==> src/rtl/lstx_pkg.sv <==
package lstx_pkg;

  typedef enum logic [2:0] {
    ST_IDLE,
    ST_ARM,
    ST_DATA,
    ST_EOP0,
    ST_EOP1,
    ST_EOPJ
  } tx_state_t;

  localparam logic [7:0] SYNC_BYTE = 8'h80;
  localparam int STUFF_RUN = 6;
  localparam int MIN_BYTES = 2;

endpackage

==> src/rtl/lstx_bit_timer.sv <==
module lstx_bit_timer #(
  parameter int BIT_DIV = 8
) (
  input  logic clk,
  input  logic rst,
  input  logic restart,
  output logic tick
);
  localparam int CW = (BIT_DIV > 2) ? $clog2(BIT_DIV) : 1;
  localparam logic [CW-1:0] LAST = CW'(BIT_DIV - 1);

  logic [CW-1:0] cnt;

  assign tick = (cnt == LAST);

  always_ff @(posedge clk) begin
    if (rst || restart) cnt <= '0;
    else if (tick)      cnt <= '0;
    else                cnt <= cnt + 1'b1;
  end
endmodule

==> src/rtl/lstx_nrzi_stuff.sv <==
module lstx_nrzi_stuff #(
  parameter int RUN = 6
) (
  input  logic clk,
  input  logic rst,
  input  logic clear,
  input  logic adv,
  input  logic bit_in,
  output logic lvl_d,
  output logic stuff_due
);
  localparam int OW = $clog2(RUN + 1);

  logic          lvl_q;   // 0 = J, 1 = K
  logic [OW-1:0] ones_q, ones_d;

  assign stuff_due = (ones_q == OW'(RUN));

  always_comb begin
    lvl_d  = lvl_q;
    ones_d = ones_q;
    if (adv) begin
      if (stuff_due || !bit_in) begin
        lvl_d  = ~lvl_q;
        ones_d = '0;
      end else begin
        ones_d = ones_q + 1'b1;
      end
    end
  end

  always_ff @(posedge clk) begin
    if (rst || clear) begin
      lvl_q  <= 1'b0;
      ones_q <= '0;
    end else begin
      lvl_q  <= lvl_d;
      ones_q <= ones_d;
    end
  end
endmodule

==> src/rtl/lstx_byte_feed.sv <==
module lstx_byte_feed #(
  parameter int CNT_W = 4
) (
  input  logic             clk,
  input  logic             rst,
  input  logic             load,
  input  logic [7:0]       first_byte,
  input  logic [CNT_W-1:0] payload_n,
  input  logic             consume,
  input  logic             src_valid,
  input  logic [7:0]       src_data,
  output logic             cur_bit,
  output logic             drained,
  output logic             src_pop
);
  logic [7:0]       shreg;
  logic [2:0]       idx;
  logic [CNT_W-1:0] left;
  logic [7:0]       nxt;
  logic             have;

  assign cur_bit = shreg[0];

  always_ff @(posedge clk) begin
    if (rst) begin
      shreg   <= '0;
      idx     <= '0;
      left    <= '0;
      nxt     <= '0;
      have    <= 1'b0;
      drained <= 1'b1;
      src_pop <= 1'b0;
    end else begin
      src_pop <= 1'b0;
      if (load) begin
        shreg   <= first_byte;
        idx     <= '0;
        left    <= payload_n;
        have    <= 1'b0;
        drained <= 1'b0;
      end else if (consume) begin
        if (idx == 3'd6 && left != '0) begin
          nxt     <= src_data;
          have    <= src_valid;
          src_pop <= src_valid;
        end
        if (idx == 3'd7) begin
          if (left != '0 && have) begin
            shreg <= nxt;
            left  <= left - 1'b1;
            have  <= 1'b0;
            idx   <= '0;
          end else begin
            drained <= 1'b1;
          end
        end else begin
          shreg <= {1'b0, shreg[7:1]};
          idx   <= idx + 1'b1;
        end
      end
    end
  end
endmodule

==> src/rtl/ls_pkt_tx.sv <==
module ls_pkt_tx #(
  parameter int BIT_DIV   = 8,
  parameter int MAX_BYTES = 12,
  parameter int LEN_W     = 4
) (
  input  logic             clk,
  input  logic             rst,
  input  logic             start,
  input  logic [LEN_W-1:0] pkt_len,
  input  logic             src_valid,
  input  logic [7:0]       src_data,
  output logic             src_pop,
  output logic             busy,
  output logic             dp,
  output logic             dm,
  output logic             oe,
  output logic             done
);
  import lstx_pkg::*;

  tx_state_t        st;
  logic             tick, stuff_due, lvl_d, cur_bit, drained;
  logic             enc_adv, consume, load;
  logic [LEN_W-1:0] len_eff;

  always_comb begin
    if (pkt_len < LEN_W'(MIN_BYTES))      len_eff = LEN_W'(MIN_BYTES);
    else if (pkt_len > LEN_W'(MAX_BYTES)) len_eff = LEN_W'(MAX_BYTES);
    else                                  len_eff = pkt_len;
  end

  assign load    = (st == ST_IDLE) && start;
  assign enc_adv = (st == ST_DATA) && tick && (stuff_due || !drained);
  assign consume = (st == ST_DATA) && tick && !stuff_due && !drained;

  lstx_bit_timer #(.BIT_DIV(BIT_DIV)) u_timer (
    .clk(clk), .rst(rst),
    .restart((st == ST_IDLE) || (st == ST_ARM)),
    .tick(tick)
  );

  lstx_nrzi_stuff #(.RUN(STUFF_RUN)) u_enc (
    .clk(clk), .rst(rst), .clear(st == ST_IDLE),
    .adv(enc_adv), .bit_in(cur_bit),
    .lvl_d(lvl_d), .stuff_due(stuff_due)
  );

  lstx_byte_feed #(.CNT_W(LEN_W)) u_feed (
    .clk(clk), .rst(rst), .load(load),
    .first_byte(SYNC_BYTE), .payload_n(len_eff - 1'b1),
    .consume(consume), .src_valid(src_valid), .src_data(src_data),
    .cur_bit(cur_bit), .drained(drained), .src_pop(src_pop)
  );

  always_ff @(posedge clk) begin
    if (rst) begin
      st   <= ST_IDLE;
      dp   <= 1'b0;
      dm   <= 1'b0;
      oe   <= 1'b0;
      busy <= 1'b0;
      done <= 1'b0;
    end else begin
      done <= 1'b0;
      unique case (st)
        ST_IDLE: if (start) begin
          dp   <= 1'b0;
          dm   <= 1'b1;
          busy <= 1'b1;
          st   <= ST_ARM;
        end
        ST_ARM: begin
          oe <= 1'b1;
          st <= ST_DATA;
        end
        ST_DATA: if (tick) begin
          if (enc_adv) begin
            dp <= lvl_d;
            dm <= ~lvl_d;
          end else begin
            dp <= 1'b0;
            dm <= 1'b0;
            st <= ST_EOP0;
          end
        end
        ST_EOP0: if (tick) st <= ST_EOP1;
        ST_EOP1: if (tick) begin
          dm <= 1'b1;
          st <= ST_EOPJ;
        end
        ST_EOPJ: if (tick) begin
          oe   <= 1'b0;
          dp   <= 1'b0;
          dm   <= 1'b0;
          busy <= 1'b0;
          done <= 1'b1;
          st   <= ST_IDLE;
        end
        default: st <= ST_IDLE;
      endcase
    end
  end
endmodule

==> config.mk <==
export PLATFORM = sky130hd
export DESIGN_NAME = ls_pkt_tx
export DESIGN_NICKNAME = d
export VERILOG_FILES = /design/src/rtl/lstx_pkg.sv /design/src/rtl/lstx_bit_timer.sv /design/src/rtl/lstx_nrzi_stuff.sv /design/src/rtl/lstx_byte_feed.sv /design/src/rtl/ls_pkt_tx.sv
export SDC_FILE = /design/constraint.sdc
export NUM_CORES = 1
export LEC_CHECK = 0
export CORE_ASPECT_RATIO = 0.9
export CORE_UTILIZATION = 39
export DETAILED_ROUTE_END_ITERATION = 16
export PLACE_DENSITY = 0.73
export SYNTH_ARGS = -nofsm -noshare
export SYNTH_HDL_FRONTEND = slang
export SYNTH_SLANG_ARGS = --single-unit
==> constraint.sdc <==
create_clock -name clk -period 2.3 [get_ports clk]
set_clock_uncertainty 0.2 [all_clocks]
set_input_delay 0.23 -clock clk [delete_from_list [all_inputs] [get_ports clk]]
set_output_delay 0.23 -clock clk [all_outputs]
set_load 0.1 [all_outputs]
==> results.json, run 1 <==
{
  "final.period_utilization_pct": 91.6,
  "power.density_cell_area_nw_per_um2": 651,
  "synth_top_cell_by_area": "sky130_fd_sc_hd__dfxtp_1",
  "rr_startpoint": "u_timer.cnt[0]",
  "p_sw_w": 0.000418,
  "routed_wire_length_per_instance_um": 12.8,
  "fmax_ghz": 0.475,
  "drive_above_1_share_pct": 15.8,
  "worst_ir_drop_vdd_uv": 288,
  "yosysUniqueCellTypes": 50,
  "global_placement_routability_congestion": 0.770,
  "detail_route.wirelength_mm": 4.00,
  "clock-sinks": 41,
  "cell_internal_pwr_w": 0.00118,
  "chipHeight_um": 70.2,
  "antennaDiodeCount": 0,
  "number_of_max_cap_violations": 0,
  "worst_path_most_repeated_cell": "sky130_fd_sc_hd__ha_1",
  "via_count": 1641,
  "final_cell_mix": "sky130_fd_sc_hd__dfxtp_1, sky130_fd_sc_hd__nor2_1, sky130_fd_sc_hd__buf_4",
  "globalRoute.totalOverflow": 0,
  "crit_end": "u_feed.left[2]",
  "syn_nets": 240,
  "worst-slew-pin-transition_ns": 0.603,
  "grt_start_max_net_pins": 20,
  "hp-start": "u_timer.cnt[0]",
  "crit_family": "simple AND/OR/NAND/NOR gates",
  "postLayoutCellArea_sq_um": 2460,
  "ys_warn_count": 0,
  "worst-path-buf-inv": 1,
  "postCtsHoldBufs": 0,
  "r2r_end": "u_feed.left[2]",
  "grt.met1_usage_pct": 21.1,
  "fp.dieArea_sq_um": 5460,
  "critical_path_depth": 7,
  "global_route_wire_length_before_repair_mm": 6.79,
  "detail_route.drc_violations": 0,
  "reg2regPathDepth": 7,
  "post-dp-hpwl_mm": 2.87,
  "ant_nets": 0,
  "status": "completed",
  "static-leakage-power_nw": 0.954,
  "fin_cells": 312,
  "grt.busiest_layer": "met2",
  "worst_path_fanout_max": 11,
  "synth_top_cells_by_area": "sky130_fd_sc_hd__dfxtp_1, sky130_fd_sc_hd__mux2i_1, sky130_fd_sc_hd__nor2_1",
  "floorplan.io_pins": 22,
  "synth_enable_flop_cells": 0,
  "detailed_place.area_sq_um": 2340,
  "synth_sequential_area_ratio_pct": 40.7,
  "dp_cells": 304,
  "std_cell_rows": 24,
  "area_added_between_synthesis_and_finish_pct": 22.0,
  "post_synthesis_cell_count": 216,
  "gr-usage-all-layers_pct": 16.0,
  "arrival_ns": 2.14,
  "finalHoldViolCount": 0,
  "firstDrtPassIters": 4,
  "cp_cell_sequence": "ha_1 > ha_1 > buf_4 > and4bb_2 > and4_1 > and3_1 > nor3_1",
  "slowest_stage": "sky130_fd_sc_hd__dfxtp_1",
  "gr-usage-met3_pct": 4.58,
  "initial_core_util_pct": 41.2,
  "worstSkewPairLatency_ns": 0.31,
  "total_power_w": 0.00160,
  "synth_top_area_share_pct": 40.7,
  "crit_start": "u_timer.cnt[0]",
  "cts-root-buf": "sky130_fd_sc_hd__clkbuf_8",
  "clock_path_buffers": 2,
  "port-buffer-count": 21,
  "globalRouteMet2Util_pct": 24.1,
  "worstHoldPathType": "reg -> reg",
  "critical-path-max-stage-delay_ns": 0.32,
  "numCtsBuffers": 5,
  "cts.reportedPaths.clkPinSlew_ns": 0.08,
  "die_width_um": 77.8,
  "floorplan.core_area_sq_um": 4890,
  "deepest_level_of_the_cts_h_tree": 2,
  "timing.slew.headroom_pct": 59.5,
  "antenna_found_initial": 0,
  "combPwrFrac_pct": 13.9,
  "via_density": 5.26,
  "internal_reg_to_reg_setup_slack_ns": 0.19,
  "post_synth.cell_area_avg_sq_um": 9.34,
  "setup_violations": 0,
  "critPathRequiredTime_ns": 2.33,
  "fin_hold_ws_ns": 0.238,
  "first_global_vias": 1483,
  "path_class": "reg -> reg",
  "synth-async-reset-ratio_pct": 0,
  "commonest_non_fill_non_tap_cell_in_the_layout": "sky130_fd_sc_hd__dfxtp_1",
  "netSwitchingFraction_pct": 26.1,
  "nNetsFinal": 270,
  "critical_path.startpoint_type": "flip-flop",
  "power.share.clock_pct": 38.7,
  "final_period_minus_worst_setup_slack_ns": 2.11,
  "post_cts_setup_buffers": 0,
  "rsz_0062_raised_after_global_routing": "no",
  "power_frac_seq_pct": 47.4,
  "yosys_most_used_dff": "sky130_fd_sc_hd__dfxtp_1",
  "cts_resized": 0,
  "tritoncts": "done",
  "detail_route.iter0.violations": 62,
  "mappedNetlistArea_sq_um": 2020,
  "postSynthRegisterBits": 41,
  "timing.critical_path.to_type": "flip-flop",
  "finalMaxSlewViolations": 0
}
sequential cells by signal, indices dropped and copies added, names as in the netlist, 3 cells and up:
register and count:
u_feed.shreg 8, u_timer.cnt 3, u_enc.ones_q 3, u_feed.left 4
u_feed.idx 3, st 3, u_feed.nxt 8
stage by stage:
| step | utilization [%] | worst slack, ns | TNS (ns) |
|---|---|---|---|
| 2_1_floorplan | - | 0.155 | 0 |
| 3_3_place_gp | 47.8 | -0.0398 | -0.0398 |
| 3_5_place_dp | 47.8 | -0.0787 | -0.0787 |
| 4_1_cts | 50.3 | 0.184 | 0 |
| 5_1_grt | 50.3 | 0.0738 | 0 |
| 6_report | 50.3 | 0.193 | 0 |
layout make-up:
cell class	instances	area [sq um]
multi-input cells	158	1110
well taps	65	81.3
inverters	3	11.3
flip-flops and latches	41	821
clock inverters	2	37.5
clock buffers	6	82.6
fillers	454	2430
repair buffers	37	315
logic make-up (layout without fill, tap and decap cells):
| logic type | count (synthesis) | count (layout) | synth area share [%] |
|---|---|---|---|
| AO/OA/AOI/OAI | 50 | 50 | 17.9 |
| XOR/XNOR | 4 | 4 | 1.74 |
| adder cells (fa/ha/maj) | 8 | 8 | 4.96 |
| buffers and inverters | 17 | 48 | 4.22 |
| flip-flops | 41 | 41 | 40.7 |
| multiplexers | 17 | 17 | 8.44 |
| AND/OR/NAND/NOR | 79 | 79 | 22.0 |
routing by layer:
layer	vias up	part of all wire, %	wire length, um
li1	850	-	-
met3	5	3.3	134
met5	-	0	0
met4	0	2.0	79
met1	765	51	2050
met2	21	43	1740
synthesized netlist by cell type, types with 4 or more instances:
cell type	n
sky130_fd_sc_hd__nor3_1	8
sky130_fd_sc_hd__a211oi_1	10
sky130_fd_sc_hd__nor2_1	28
sky130_fd_sc_hd__a21oi_1	13
sky130_fd_sc_hd__mux2i_1	17
sky130_fd_sc_hd__dfxtp_1	41
sky130_fd_sc_hd__clkbuf_1	7
sky130_fd_sc_hd__nand2b_1	4
sky130_fd_sc_hd__ha_1	8
sky130_fd_sc_hd__o21ai_0	8
sky130_fd_sc_hd__nand2_1	11
power groups by stage:
stage / sequential [W] / clock (W) / combinational (W)
after detailed placement: 0.000774 / 0 / 0.000223
after global routing: 0.000762 / 0.000653 / 0.000244
after global placement: 0.000773 / 0 / 0.000220
after floorplan: 0.000807 / 0 / 0.000110
after CTS: 0.000758 / 0.000634 / 0.000224
final: 0.000758 / 0.000619 / 0.000223
how the worst min path moves through the flow:
stage / to / slack, ns / depth (start not counted)
3_5_place_dp: u_timer.cnt[0] / 0.23 / 1
3_3_place_gp: u_timer.cnt[0] / 0.22 / 1
2_1_floorplan: u_feed.src_pop / 0.17 / 2
4_1_cts: u_timer.cnt[0] / 0.24 / 1
6_report: u_timer.cnt[0] / 0.24 / 1
5_1_grt: u_timer.cnt[0] / 0.26 / 1
worst register-to-register path: stages, from the launching register on:
cell and delay [ns]:
sky130_fd_sc_hd__dfxtp_1 0.32, sky130_fd_sc_hd__ha_1 0.19, sky130_fd_sc_hd__ha_1 0.23, sky130_fd_sc_hd__buf_4 0.19, sky130_fd_sc_hd__and4bb_2 0.26, sky130_fd_sc_hd__and4_1 0.27, sky130_fd_sc_hd__and3_1 0.21, sky130_fd_sc_hd__nor3_1 0.16
Note: power is estimated with default switching activity, not from simulation.
==> inputs of run 2 (changes only) <==
Settings changed: MAX_ROUTING_LAYER set to met4.
==> results.json, run 2 (synthesis results as in run 1) <==
{
  "floorplan.io_pins": 22,
  "detail_route.iter0.violations": 62,
  "internal_reg_to_reg_setup_slack_ns": 0.19,
  "cts.reportedPaths.clkPinSlew_ns": 0.08,
  "cts-root-buf": "sky130_fd_sc_hd__clkbuf_8",
  "antenna_found_initial": 0,
  "floorplan.core_area_sq_um": 4890,
  "nFillCells": 454,
  "final_period_minus_worst_setup_slack_ns": 2.11,
  "std_cell_rows": 24,
  "postCtsHoldBufs": 0,
  "post_cts_setup_buffers": 0,
  "reg2regPathDepth": 7,
  "drive_above_1_share_pct": 15.8,
  "ant_nets": 0,
  "critPathRequiredTime_ns": 2.33,
  "port-buffer-count": 21,
  "finalMaxSlewViolations": 0,
  "worstHoldPathType": "reg -> reg",
  "routed_wire_length_per_instance_um": 12.8,
  "nNetsFinal": 270,
  "via_count": 1643,
  "numCtsBuffers": 5,
  "power.density_cell_area_nw_per_um2": 650,
  "global_placement_routability_congestion": 0.781,
  "detail_route.wirelength_mm": 4.00,
  "area_added_between_synthesis_and_finish_pct": 22.0,
  "final_cell_mix": "sky130_fd_sc_hd__dfxtp_1, sky130_fd_sc_hd__nor2_1, sky130_fd_sc_hd__buf_4",
  "cts_resized": 0,
  "fp.dieArea_sq_um": 5460,
  "first_global_vias": 1483,
  "worstSkewPairLatency_ns": 0.31,
  "worst_ir_drop_vdd_uv": 288,
  "antennaDiodeCount": 0,
  "timing.final.ws_setup_ns": 0.193,
  "global_route_wire_length_before_repair_mm": 6.78,
  "gr-usage-all-layers_pct": 16.4,
  "post-dp-hpwl_mm": 2.87,
  "clock_path_buffers": 2,
  "initial_core_util_pct": 41.2,
  "commonest_non_fill_non_tap_cell_in_the_layout": "sky130_fd_sc_hd__dfxtp_1",
  "crit_end": "u_feed.left[2]",
  "clock-sinks": 41,
  "die_width_um": 77.8,
  "chipHeight_um": 70.2,
  "fin_setup_tns_ns": 0,
  "final.period_utilization_pct": 91.6,
  "timing.critical_path.to_type": "flip-flop",
  "static-leakage-power_nw": 0.954,
  "worst_hold_stages": 1,
  "layout_top_registers": "u_feed.nxt: 8 flops, u_feed.shreg: 8 flops, u_feed.left: 4 flops",
  "firstDrtPassIters": 4,
  "fmax_ghz": 0.475,
  "detail_route.drc_violations": 0,
  "finalHoldViolCount": 0,
  "multi_input_area_sq_um": 1110,
  "status": "completed",
  "timing.slew.headroom_pct": 59.5,
  "globalRoute.totalOverflow": 0,
  "path_class": "reg -> reg",
  "seq_area_sq_um": 821,
  "worst_path_fanout_max": 11,
  "arrival_ns": 2.14,
  "grt_start_max_net_pins": 20,
  "tritoncts": "done",
  "number_of_max_cap_violations": 0,
  "setup_violations": 0,
  "rr_startpoint": "u_timer.cnt[0]",
  "rsz_0062_raised_after_global_routing": "no",
  "r2r_end": "u_feed.left[2]",
  "dp_slack_ns": -0.0787,
  "crit_start": "u_timer.cnt[0]",
  "deepest_level_of_the_cts_h_tree": 2,
  "worst-slew-pin-transition_ns": 0.603,
  "critical_path.startpoint_type": "flip-flop",
  "via_density": 5.27
}
==> run 2: layout make-up <==
cell class / instances / share of cell area [%]
Multi-Input combinational cell: 158 / 45.2
Inverter: 3 / 0.458
Tap cell: 65 / 3.31
Clock inverter: 2 / 1.53
Clock buffer: 6 / 3.36
Sequential cell: 41 / 33.4
Timing Repair Buffer: 37 / 12.8
==> run 2: metal layers <==
metal	track usage, %	share of wire [%]	vias up
met5	-	0	-
met2	24.1	43	23
met3	4.58	3.5	5
met1	21.1	51	766
li1	-	-	849
met4	6.92	1.9	0
==> run 2: worst max-delay path, stage by stage (launching register included) <==
cell and delay, ns:
sky130_fd_sc_hd__dfxtp_1 0.32, sky130_fd_sc_hd__ha_1 0.19, sky130_fd_sc_hd__ha_1 0.23, sky130_fd_sc_hd__buf_4 0.19, sky130_fd_sc_hd__and4bb_2 0.26, sky130_fd_sc_hd__and4_1 0.27
sky130_fd_sc_hd__and3_1 0.21, sky130_fd_sc_hd__nor3_1 0.16
==> run 2: worst min path at each step <==
stage	startpoint	end	slack, ns
global route	u_timer.cnt[0]	u_timer.cnt[0]	0.26
detailed placement	u_timer.cnt[0]	u_timer.cnt[0]	0.23
floorplan	src_valid	u_feed.src_pop	0.17
global placement	u_timer.cnt[0]	u_timer.cnt[0]	0.22
finish	u_timer.cnt[0]	u_timer.cnt[0]	0.24
CTS	u_timer.cnt[0]	u_timer.cnt[0]	0.24
==> run 2: report_power, final <==
part	internal, W	switching (W)	total, W	leakage [nW]
Sequential	0.000732	0.0000263	0.000758	0.333
Combinational	0.0000976	0.000125	0.000223	0.564
Clock	0.000353	0.000266	0.000619	0.0574
==> run 2: per-stage QoR <==
stage | instances | utilization, % | area, sq um | power (W) | hold slack (ns)
global placement | 304 | 47.8 | 2340 | 0.000993 | 0.222
detailed placement | 304 | 47.8 | 2340 | 0.000997 | 0.230
floorplan | 216 | - | 2020 | 0.000917 | 0.170
global route | 312 | 50.3 | 2460 | 0.00166 | 0.262
CTS | 312 | 50.3 | 2460 | 0.00162 | 0.241
finish | 312 | 50.3 | 2460 | 0.00160 | 0.238
